$ cat src/rtl/ash_pkg.sv
package ash_pkg;

    typedef enum logic [1:0] {
        SH_NONE  = 2'd0,
        SH_LEFT  = 2'd1,
        SH_RIGHT = 2'd2
    } sh_dir_e;

endpackage

$ cat src/rtl/ash_count_decode.sv
module ash_count_decode
    import ash_pkg::*;
#(
    parameter int CNT_W = 6
) (
    input  logic [CNT_W-1:0] cnt_i,
    output sh_dir_e          dir_o,
    output logic [CNT_W-1:0] amt_o
);

    // The count is two's complement: the top bit selects a right shift, and
    // the distance is then the negated count (the most negative value gives
    // the full half-range, which still fits as an unsigned CNT_W value).
    always_comb begin
        if (cnt_i == '0) begin
            dir_o = SH_NONE;
            amt_o = '0;
        end else if (!cnt_i[CNT_W-1]) begin
            dir_o = SH_LEFT;
            amt_o = cnt_i;
        end else begin
            dir_o = SH_RIGHT;
            amt_o = (~cnt_i) + 1'b1;
        end
    end

endmodule

$ cat src/rtl/ash_shift_core.sv
module ash_shift_core
    import ash_pkg::*;
#(
    parameter int WORD_W = 16,
    parameter int CNT_W  = 6
) (
    input  logic                  wide_i,
    input  logic [WORD_W-1:0]     x_hi_i,
    input  logic [WORD_W-1:0]     x_lo_i,
    input  sh_dir_e               dir_i,
    input  logic [CNT_W-1:0]      amt_i,
    output logic [2*WORD_W-1:0]   res_o,
    output logic                  c_o,
    output logic                  v_o
);

    localparam int FULL_W = 2 * WORD_W;
    localparam int EXT_W  = 2 * FULL_W;

    logic [FULL_W-1:0] x_full;
    logic [EXT_W-1:0]  ext;
    logic [EXT_W-1:0]  lsh;
    logic [FULL_W-1:0] rsh;
    logic              sign_left;
    logic              v_wide;
    logic              v_single;

    // A single word is sign-extended so one datapath serves both widths.
    assign x_full = wide_i ? {x_hi_i, x_lo_i} : {{WORD_W{x_lo_i[WORD_W-1]}}, x_lo_i};
    assign ext    = {{FULL_W{x_full[FULL_W-1]}}, x_full};

    // Left: everything above the selected width is what left the word.
    assign lsh       = ext << amt_i;
    assign sign_left = wide_i ? lsh[FULL_W-1] : lsh[WORD_W-1];
    assign v_wide    = |(lsh[EXT_W-1:FULL_W] ^ {FULL_W{sign_left}});
    assign v_single  = |(lsh[EXT_W-1:WORD_W] ^ {(EXT_W-WORD_W){sign_left}});

    // Right: arithmetic shift of the sign-extended value covers both widths.
    assign rsh = $signed(x_full) >>> amt_i;

    always_comb begin
        res_o = '0;
        c_o   = 1'b0;
        v_o   = 1'b0;
        unique case (dir_i)
            SH_LEFT: begin
                if (wide_i) begin
                    res_o = lsh[FULL_W-1:0];
                    c_o   = lsh[FULL_W];
                    v_o   = v_wide;
                end else begin
                    res_o = {{WORD_W{1'b0}}, lsh[WORD_W-1:0]};
                    c_o   = lsh[WORD_W];
                    v_o   = v_single;
                end
            end
            SH_RIGHT: begin
                res_o = wide_i ? rsh : {{WORD_W{1'b0}}, rsh[WORD_W-1:0]};
                c_o   = ext[amt_i - 1'b1];
            end
            default: begin
                res_o = wide_i ? x_full : {{WORD_W{1'b0}}, x_lo_i};
            end
        endcase
    end

endmodule

$ cat src/rtl/ash_unit.sv
module ash_unit
    import ash_pkg::*;
#(
    parameter int WORD_W = 16
) (
    input  logic              clk,
    input  logic              rst_n,
    input  logic              in_valid_i,
    input  logic              wide_i,
    input  logic [WORD_W-1:0] op_hi_i,
    input  logic [WORD_W-1:0] op_lo_i,
    input  logic [WORD_W-1:0] count_i,
    output logic              out_valid_o,
    output logic [WORD_W-1:0] res_hi_o,
    output logic [WORD_W-1:0] res_lo_o,
    output logic              flag_n_o,
    output logic              flag_z_o,
    output logic              flag_v_o,
    output logic              flag_c_o
);

    localparam int FULL_W = 2 * WORD_W;
    localparam int CNT_W  = $clog2(FULL_W) + 1;

    typedef struct packed {
        logic              vld;
        logic [WORD_W-1:0] hi;
        logic [WORD_W-1:0] lo;
        logic              n;
        logic              z;
        logic              v;
        logic              c;
    } out_t;

    out_t st_d, st_q;

    sh_dir_e           dir;
    logic [CNT_W-1:0]  amt;
    logic [FULL_W-1:0] core_res;
    logic              core_c;
    logic              core_v;
    logic              cnt_unused;

    // Bits above the count field are ignored by definition.
    assign cnt_unused = ^count_i[WORD_W-1:CNT_W];

    ash_count_decode #(.CNT_W(CNT_W)) u_dec (
        .cnt_i (count_i[CNT_W-1:0]),
        .dir_o (dir),
        .amt_o (amt)
    );

    ash_shift_core #(.WORD_W(WORD_W), .CNT_W(CNT_W)) u_core (
        .wide_i (wide_i),
        .x_hi_i (op_hi_i),
        .x_lo_i (op_lo_i),
        .dir_i  (dir),
        .amt_i  (amt),
        .res_o  (core_res),
        .c_o    (core_c),
        .v_o    (core_v)
    );

    always_comb begin
        st_d     = st_q;
        st_d.vld = in_valid_i;
        if (in_valid_i) begin
            st_d.hi = core_res[FULL_W-1:WORD_W];
            st_d.lo = core_res[WORD_W-1:0];
            st_d.n  = wide_i ? core_res[FULL_W-1] : core_res[WORD_W-1];
            st_d.z  = wide_i ? (core_res == '0) : (core_res[WORD_W-1:0] == '0);
            st_d.v  = core_v;
            st_d.c  = core_c;
        end
    end

    always_ff @(posedge clk or negedge rst_n) begin
        if (!rst_n) st_q <= '0;
        else        st_q <= st_d;
    end

    assign out_valid_o = st_q.vld;
    assign res_hi_o    = st_q.hi;
    assign res_lo_o    = st_q.lo;
    assign flag_n_o    = st_q.n;
    assign flag_z_o    = st_q.z;
    assign flag_v_o    = st_q.v;
    assign flag_c_o    = st_q.c;

    p_valid_follows_r8: assert property (@(posedge clk) disable iff (!rst_n)
        in_valid_i |=> out_valid_o);

    p_idle_hold_r8: assert property (@(posedge clk) disable iff (!rst_n)
        !in_valid_i |=> (!out_valid_o && $stable(res_hi_o) && $stable(res_lo_o)
                         && $stable(flag_c_o) && $stable(flag_v_o)));

    p_zero_count_r2: assert property (@(posedge clk) disable iff (!rst_n)
        (in_valid_i && count_i[CNT_W-1:0] == '0) |=>
            (res_lo_o == $past(op_lo_i) && !flag_c_o && !flag_v_o));

    p_right_no_v_r5: assert property (@(posedge clk) disable iff (!rst_n)
        (in_valid_i && count_i[CNT_W-1]) |=> !flag_v_o);

    p_single_hi_zero_r6: assert property (@(posedge clk) disable iff (!rst_n)
        (in_valid_i && !wide_i) |=> (res_hi_o == '0));

    p_nz_exclusive_r7: assert property (@(posedge clk) disable iff (!rst_n)
        out_valid_o |-> !(flag_n_o && flag_z_o));

endmodule

$ cat config.mk
export PLATFORM = sky130hd
export DESIGN_NAME = ash_unit
export DESIGN_NICKNAME = d
export VERILOG_FILES = /design/src/rtl/ash_pkg.sv /design/src/rtl/ash_count_decode.sv /design/src/rtl/ash_shift_core.sv /design/src/rtl/ash_unit.sv
export SDC_FILE = /design/constraint.sdc
export NUM_CORES = 1
export LEC_CHECK = 0
export CAP_MARGIN = 20
export CORE_ASPECT_RATIO = 1.75
export CORE_UTILIZATION = 50
export DETAILED_ROUTE_END_ITERATION = 8
export GPL_TIMING_DRIVEN = 0
export PLACE_DENSITY = 0.72
export SYNTH_ARGS = -nofsm -noshare
export SYNTH_HDL_FRONTEND = slang
export SYNTH_HIERARCHICAL = 1
export SYNTH_SLANG_ARGS = --single-unit
export TNS_END_PERCENT = 30
$ cat constraint.sdc
create_clock -name clk -period 1.9 [get_ports clk]
set_clock_uncertainty 0.1 [all_clocks]
set_input_delay 0.475 -clock clk [delete_from_list [all_inputs] [get_ports clk]]
set_output_delay 0.475 -clock clk [all_outputs]
set_load 0.02 [all_outputs]
==> results.sh, run 1 <==
export IMPL_dp_hpwl_mm=32.2
export IMPL_error="[ERROR GRT-0116] Global routing finished with congestion. Check the congestion regions in the DRC Viewer."
export IMPL_netlist_area_leader_share_pct=12.0
export IMPL_synthTopCellsByArea="dfrtp_1 12%, mux2i_1 11%, mux2_2 9.2%"
export IMPL_dpl_instance_area_mm2=0.00891
export IMPL_stop_stage="global routing"
export IMPL_cts_buffer_depth=2
export IMPL_io_buffers=73
export IMPL_async_reset_ff_share_pct=100
export IMPL_synth_area_mm2=0.00773
export IMPL_ys_warn_count=6
export IMPL_synth_fp_nets=1031
export IMPL_ys_flop_type="dfrtp_1"
export IMPL_cts_sinks=37
export IMPL_syn_area_per_cell_um2=7.93
export IMPL_initial_core_util_pct=51.6
export IMPL_synth_cells=975
export IMPL_grt_max_degree=38
export IMPL_die_y_um=166
export IMPL_ys_seq_elements=37
export IMPL_die_w_um=96.0
export IMPL_grt_pass1_vias=10800
export IMPL_hold_buffers=0
export IMPL_io_pins=89
export IMPL_num_rows=59
export IMPL_ys_seq_area_share_pct=12.0
export IMPL_grt_util_all_layers_pct=63.5
export IMPL_synth_edf_count=0
export IMPL_synth_area_leader_cell="dfrtp_1"
export IMPL_grt_pass1_wl_mm=72.9
export IMPL_cts_buffers_inserted=5
export IMPL_dp_slack_ns=-3.95
export IMPL_grt_ovfl_total=48
export IMPL_finalWeightedCongestion=1.20
export IMPL_status="stopped before the end"
export IMPL_ys_types=87
export IMPL_htreeDepth=2
export IMPL_root_buffer="clkbuf_16"
-- Yosys cell counts, types with 5 or more instances --
library cell,number
mux2i_1,85
nor2_1,78
o21ai_0,75
nand2_1,74
a21oi_1,72
mux2_2,63
clkbuf_1,51
a211oi_1,38
dfrtp_1,37
mux4_2,30
buf_2,25
a21o_1,21
nor3_1,20
nand3_1,19
and2_1,17
inv_1,16
nand2b_1,15
nand4_1,15
a22oi_1,11
a31oi_1,11
a211o_1,10
o22ai_1,10
a221oi_1,9
nor4_1,9
buf_4,8
a22o_1,7
buf_1,7
o211ai_1,7
a2bb2oi_1,6
o2bb2ai_1,6
xnor2_1,6
nor2b_1,5
o22a_1,5
-- kinds of logic after synthesis --
logic type	share of synthesized area, %
flops	12.0
xor+xnor	0.793
fa+ha+maj	0.648
mux	30.7
buf+inv	6.99
simple gates	18.1
compound gates	30.8
-- per-layer routing --
metal / GRT overflow / global-route usage [%]
met5: 1 / 14.0
met4: 28 / 59.5
met3: 2 / 42.9
met2: 16 / 80.8
met1: 1 / 66.5
-- through the flow --
step                instances  utilization, %
floorplan                 975               -
global placement         1231            59.4
detailed placement       1233            59.5
CTS                      1288            68.9
-- timing repair --
action | CTS
endpoints found under the hold margin | 0
endpoints found under the setup margin | 36
pin swaps | 45
gates cloned | 1
buffers inserted | 48
resized for setup | 250
==> run 2, diff against run 1 <==
CORE_ASPECT_RATIO = default   (was 1.75)
CORE_UTILIZATION = 35   (was 50)
PLACE_DENSITY = default   (was 0.72)
PLACE_DENSITY_LB_ADDON = 0.15   (was default)
==> run 2 against run 1 <==
The flow now finishes, with violations (setup timing); area after synthesis unchanged; synthesized cell count did not move.
==> results.sh, run 2 <==
export IMPL_drc_errors=0
export IMPL_cts_buffer_depth=2
export IMPL_clk_pin_slew_worst_paths_ns=0.06
export IMPL_worstSetupPathType="in2reg"
export IMPL_p_clk_share_pct=13.7
export IMPL_ys_types=87
export IMPL_antenna_found_initial=1
export IMPL_netlist_area_leader_share_pct=12.0
export IMPL_grt_pass1_vias=9258
export IMPL_num_rows=53
export IMPL_dp_cells=1324
export IMPL_fin_tns_setup_ns=-60.29
export IMPL_clock_latency_ns=0.28
export IMPL_grt_max_degree=38
export IMPL_cts_tree="built"
export IMPL_grt_ovfl_total=0
export IMPL_rsz0062_at_grt="true"
export IMPL_fillers=2032
export IMPL_synth_edf_count=0
export IMPL_dp_hpwl_mm=33.4
export IMPL_worst_r2r_cell_count=1
export IMPL_status="finished, violations left"
export IMPL_worst_slack_ns=-2.24
export IMPL_synth_fp_nets=1031
export IMPL_layout_drive_gt1_share_pct=38.9
export IMPL_async_reset_ff_share_pct=100
export IMPL_synth_cells=975
export IMPL_violations="setup timing"
export IMPL_die_area_mm2=0.0227
export IMPL_postRouteAntennaNets=0
export IMPL_coreArea_mm2=0.0214
export IMPL_crit_arrival_ns=4.21
export IMPL_setup_viol=36
export IMPL_maxCapViolations=0
export IMPL_ys_flop_type="dfrtp_1"
export IMPL_synth_fa_ha_area_share_pct=0.648
export IMPL_synth_simple_area_share_pct=18.1
export IMPL_power_leakage_nw=4.19
export IMPL_synth_xor_area_share_pct=0.793
export IMPL_routed_wl_mm=44.2
export IMPL_syn_area_per_cell_um2=7.93
export IMPL_wl_per_cell_um=32.0
export IMPL_nNetsFinal=1163
export IMPL_initial_core_util_pct=36.2
export IMPL_die_y_um=151
export IMPL_cts_sinks=37
export IMPL_instances_no_fill=1383
export IMPL_critPathLaunchType="input port"
export IMPL_grt_pass1_wl_mm=63.3
export IMPL_io_buffers=73
export IMPL_synthTopCellsByArea="dfrtp_1 12%, mux2i_1 11%, mux2_2 9.2%"
export IMPL_max_slew_margin_rel_pct=34.4
export IMPL_die_w_um=151
export IMPL_end_kind="flip-flop"
export IMPL_tightest_slew_ns=0.981
export IMPL_ys_seq_elements=37
export IMPL_vias_per_cell=7.23
export IMPL_dr_pass1_iters=6
export IMPL_slew_viol_final=0
export IMPL_holdWs_ns=0.181
export IMPL_io_pins=89
export IMPL_min_path_type="in2async"
export IMPL_crit_required_ns=1.97
export IMPL_final_common_cell="nor2_1"
export IMPL_yosysMostFrequentCell="mux2i_1"
export IMPL_final_cell_mix="68 x nor2_1, 67 x nand2_1, 66 x clkdlybuf4s50_1"
export IMPL_p_seq_share_pct=13.4
export IMPL_vdd_ir_drop_max_mv=0.324
export IMPL_p_per_area_mw_per_mm2=659
export IMPL_combPwrFrac_pct=72.9
export IMPL_synth_area_leader_cell="dfrtp_1"
export IMPL_p_sw_mw=3.54
export IMPL_synth_compound_area_share_pct=30.8
export IMPL_cp_max_fo=9
export IMPL_swShare_pct=49.0
export IMPL_grt_util_all_layers_pct=38.7
export IMPL_critPathMaxStageDelay_ns=0.53
export IMPL_slowest_stage="a2bb2oi_1"
export IMPL_hold_viol_final=0
export IMPL_min_period_over_period_pct=218
export IMPL_synth_mux_area_share_pct=30.7
export IMPL_synth_area_mm2=0.00773
export IMPL_internal_power_mw=3.69
export IMPL_cts_buffers_inserted=5
export IMPL_dp_slack_ns=-3.72
export IMPL_htreeDepth=2
export IMPL_synth_common_cells="85 x mux2i_1, 78 x nor2_1, 75 x o21ai_0, 74 x nand2_1, 72 x a21oi_1"
export IMPL_area_growth_pct=42.0
export IMPL_synth_top_family_by_area="compound AO/OA/AOI/OAI gates"
export IMPL_insertedDiodeCount=0
export IMPL_root_buffer="clkbuf_16"
export IMPL_via_count=9996
export IMPL_fmax_ghz=0.241
export IMPL_ys_seq_area_share_pct=12.0
export IMPL_finalWeightedCongestion=1.03
export IMPL_ys_warn_count=6
export IMPL_crit_chain="buf_12 > inv_12 > ha_4 > nor4b_4 > o31ai_2 > buf_4 > buf_8 > buf_4 > nand2b_1 > a2bb2oi_1 > and2_4 > mux4_2 > nand4_1 > or4_1 > nand4_1 > a41oi_2 > mux2_4"
export IMPL_drt_iter0_drc=1460
export IMPL_period_minus_slack_ns=4.14
run 2: cell counts after synthesis:
No cell type changed its count.
run 2: cells by family (layout without fill, tap and decap cells):
group           count (synthesis)  count (layout)
fa+ha+maj                       4               4
flops                          37              37
simple gates                  281             281
compound gates                346             346
xor+xnor                        7               7
mux                           184             184
buf+inv                       116             249
run 2: worst paths after layout:
kind	startpoint	endpoint	slack, ns
setup / recovery	count_i[1]	flag_v_o$_DFFE_PN0P_	-2.24
setup reg to reg	res_lo_o[0]$_DFFE_PN0P_	res_lo_o[0]$_DFFE_PN0P_	1.02
max in group asynchronous	rst_n	res_lo_o[8]$_DFFE_PN0P_	0.99
hold / removal	rst_n	res_hi_o[1]$_DFFE_PN0P_	0.18
min in group clk	res_hi_o[8]$_DFFE_PN0P_	res_hi_o[8]$_DFFE_PN0P_	0.41
hold reg to reg	res_hi_o[8]$_DFFE_PN0P_	res_hi_o[8]$_DFFE_PN0P_	0.41
run 2: timing repair:
item / in CTS / in global routing
gates resized for setup: 284 / 80
hold buffers: 0 / 0
gates cloned: 0 / 1
pin swaps: 49 / 40
hold endpoints to repair: 0 / 0
setup buffers: 34 / 17
setup endpoints to repair: 36 / 36
run 2: metrics by stage:
step | util, % | cell area (um2) | power, mW
after CTS | 49.0 | 10500 | 6.75
final | 51.4 | 11000 | 7.23
after global routing | 51.4 | 11000 | 7.43
after global placement | 42.2 | 9010 | 5.11
after detailed placement | 42.2 | 9010 | 5.04
after floorplan | - | 7940 | 3.53
run 2: metal layers:
| metal | track usage (%) | vias up | routed length, um |
|---|---|---|---|
| li1 | - | 4084 | - |
| met1 | 51.5 | 4829 | 17300 |
| met2 | 57.3 | 883 | 18600 |
| met3 | 9.64 | 198 | 5330 |
| met4 | 20.2 | 2 | 2940 |
| met5 | 0 | - | 13 |
run 2: power by group through the flow:
stage / Combinational (mW) / Clock (mW) / Sequential [mW]
2_1_floorplan: 2.41 / 0 / 1.12
3_3_place_gp: 4.13 / 0 / 0.979
3_5_place_dp: 4.06 / 0 / 0.983
4_1_cts: 4.77 / 1.02 / 0.971
5_1_grt: 5.40 / 1.05 / 0.983
6_report: 5.27 / 0.994 / 0.969
run 2: critical path: cells and delay by family:
kind,cells,cell delay (ns)
fa+ha+maj,1,0.12
simple gates,6,1.57
mux,2,0.65
buf+inv,5,0.62
compound gates,3,0.76
run 2: layout make-up:
type                    instances  area, um2  area share, %
flip-flops and latches         37        926           8.44
clock buffers                   6        139           1.27
well taps                     275        344           3.14
clock inverters                 2       37.5          0.342
plain buffers                  95        781           7.12
inverters                      20        120           1.09
repair buffers                126       1170           10.7
multi-input cells             822       7450           67.9
Power figures use the tool's default switching activity.
==> run 3, diff against run 2 <==
CORE_MARGIN = 2   (was default)
RECOVER_POWER = 100   (was default)
SYNTH_HIERARCHICAL = default   (was 1)
==> run 3 against run 2 <==
Global-route usage is 7.4 points higher; clock power decreased by 18%; sequential power increased by 0.5%; the flow still finishes with violations (setup timing); clock-buffer cell count down 1.
==> results.sh, run 3 <==
export IMPL_status="finished, violations left"
export IMPL_violations="setup timing"
export IMPL_rsz0062_at_grt="true"
export IMPL_fmax_ghz=0.249
export IMPL_initial_core_util_pct=35.4
export IMPL_dp_hpwl_mm=41.5
export IMPL_synth_edf_count=0
export IMPL_io_buffers=69
export IMPL_min_period_over_period_pct=212
export IMPL_synth_fp_nets=1196
export IMPL_grt_max_degree=38
export IMPL_r2r_start="res_hi_o[8]$_DFFE_PN0P_"
export IMPL_worst_r2r_cell_count=1
export IMPL_coreArea_mm2=0.0216
export IMPL_ys_warn_count=0
export IMPL_postRouteAntennaNets=0
export IMPL_critPathLaunchType="input port"
export IMPL_vdd_ir_drop_max_mv=0.455
export IMPL_r2r_end="res_hi_o[8]$_DFFE_PN0P_"
export IMPL_maxCapViolations=0
export IMPL_via_count=12100
export IMPL_combPwrFrac_pct=77.9
export IMPL_yosysMostFrequentCell="nand2_1"
export IMPL_rrSetupSlack_ns=1.03
export IMPL_dpl_instance_area_mm2=0.00897
export IMPL_drc_errors=0
export IMPL_ys_flop_type="dfrtp_1"
export IMPL_nNetsFinal=1386
export IMPL_routed_wl_mm=56.3
export IMPL_period_minus_slack_ns=4.02
export IMPL_ys_seq_area_share_pct=12.1
export IMPL_synth_common_cells="168 x nand2_1, 128 x a21oi_1, 100 x nor2_1, 66 x o21ai_0, 60 x mux2i_1"
export IMPL_cts_buffers_inserted=5
export IMPL_synth_area_mm2=0.00766
export IMPL_ys_types=85
export IMPL_die_area_mm2=0.0231
export IMPL_synth_area_leader_cell="dfrtp_1"
export IMPL_internal_power_mw=3.80
export IMPL_io_pins=89
export IMPL_total_power_mw=8.07
export IMPL_insertedDiodeCount=0
export IMPL_vias_per_cell=7.51
export IMPL_p_seq_share_pct=12.1
export IMPL_crit_arrival_ns=4.06
export IMPL_clock_latency_ns=0.28
export IMPL_area_growth_pct=61.8
export IMPL_final_cell_mix="155 x nand2_1, 115 x buf_4, 87 x nor2_1"
export IMPL_grt_pass1_wl_mm=79.3
export IMPL_clk_pin_slew_worst_paths_ns=0.06
export IMPL_cp_max_fo=8
export IMPL_fin_area_mm2=0.0124
export IMPL_slowest_stage="clkdlybuf4s50_1"
export IMPL_layout_drive_gt1_share_pct=41.0
export IMPL_root_buffer="clkbuf_16"
export IMPL_setup_viol=36
export IMPL_htreeDepth=2
export IMPL_p_sw_mw=4.27
export IMPL_hold_viol_final=0
export IMPL_netlist_area_leader_share_pct=12.1
export IMPL_wl_per_cell_um=34.9
export IMPL_worstSetupPathType="in2reg"
export IMPL_critPathMaxStageDelay_ns=0.78
export IMPL_synthTopCellsByArea="dfrtp_1 12%, a21oi_1 8.4%, nand2_1 8.2%"
export IMPL_slew_viol_final=0
export IMPL_dp_slack_ns=-3.77
export IMPL_drt_iter0_drc=2210
export IMPL_cpMostUsedCell="nor3_2"
export IMPL_power_leakage_nw=4.53
export IMPL_max_slew_margin_rel_pct=40.3
export IMPL_worst_path_stages=13
export IMPL_swShare_pct=52.9
export IMPL_antenna_found_initial=1
export IMPL_p_per_area_mw_per_mm2=651
export IMPL_grt_ovfl_total=0
export IMPL_die_w_um=152
export IMPL_tightest_slew_ns=0.896
export IMPL_worst_slack_ns=-2.12
export IMPL_end_kind="flip-flop"
export IMPL_dr_pass1_iters=7
export IMPL_p_clk_share_pct=10.1
export IMPL_ys_seq_elements=37
export IMPL_cts_buffer_depth=2
export IMPL_grt_pass1_vias=11200
export IMPL_num_rows=54
export IMPL_crit_required_ns=1.95
export IMPL_finalWeightedCongestion=1.11
export IMPL_path_buf_inv=1
export IMPL_cts_tree="built"
export IMPL_async_reset_ff_share_pct=100
export IMPL_grt_util_all_layers_pct=46.1
export IMPL_min_path_type="in2async"
export IMPL_die_y_um=152
export IMPL_synth_cells=1142
export IMPL_crit_chain="clkdlybuf4s50_1 > nand2b_1 > a21oi_1 > nor3_2 > a211oi_2 > a211oi_4 > nor3_2 > o2111ai_2 > or4_4 > o31ai_4 > o21ai_2 > o41ai_2 > a31oi_1"
export IMPL_syn_area_per_cell_um2=6.71
export IMPL_cpLargestDelayFamily="compound AO/OA/AOI/OAI gates"
export IMPL_cts_sinks=37
export IMPL_final_common_cell="nand2_1"
==> run 3: layout make-up <==
class                      instances  area (um2)
timing repair buffer             186        1730
buffer                           109         982
tap                              280         350
inverter                          21         108
clock buffer                       5         125
multi-input combinational        972        8150
sequential                        37         926
clock inverter                     3        21.3
fill                            2004        9230
==> run 3: power groups by stage <==
stage	combinational, mW	clock, mW	sequential [mW]
after CTS	5.42	0.825	0.975
final	6.28	0.812	0.974
after detailed placement	4.29	0	0.986
after global routing	6.36	0.859	0.990
after global placement	4.34	0	0.984
after floorplan	2.40	0	1.13
==> run 3: worst max path at each step <==
stage	start	end
floorplan	count_i[0]	flag_z_o$_DFFE_PN0P_
global placement	count_i[5]	flag_v_o$_DFFE_PN0P_
detailed placement	count_i[0]	flag_z_o$_DFFE_PN0P_
CTS	count_i[0]	flag_z_o$_DFFE_PN0P_
global route	op_lo_i[13]	flag_v_o$_DFFE_PN0P_
finish	op_lo_i[13]	flag_v_o$_DFFE_PN0P_
==> run 3: metrics by stage <==
stage / hold slack (ns) / TNS, ns / cells / utilization, %
2_1_floorplan: 0.0794 / -36.54 / 1142 / -
3_3_place_gp: 0.385 / -128.63 / 1491 / 41.5
3_5_place_dp: 0.388 / -104.91 / 1492 / 41.5
4_1_cts: 0.217 / -46.34 / 1580 / 52.9
5_1_grt: 0.301 / -52.84 / 1613 / 57.3
6_report: 0.209 / -50.75 / 1613 / 57.3
==> run 3: cell families after synthesis <==
| family | synth area share (%) |
|---|---|
| buffers and inverters | 7.72 |
| multiplexers | 13.6 |
| flip-flops | 12.1 |
| AO/OA/AOI/OAI | 39.8 |
| XOR/XNOR | 1.26 |
| adder cells (fa/ha/maj) | 0.327 |
| AND/OR/NAND/NOR | 25.3 |
==> run 3: routing by layer <==
layer / GRT usage [%] / vias up / share of wire, %
met2: 65.4 / 1240 / 40
li1: - / 4770 / -
met3: 15.4 / 368 / 15
met1: 60.2 / 5731 / 37
met5: 0 / - / 0
met4: 28.1 / 0 / 8.5
==> run 3: repair_timing <==
action                     CTS  global route
cloned                       3             0
gates resized for setup    404           142
hold buffers                 0             0
pin swaps                   69            53
setup buffers               80            34
setup endpoints to repair   36            36
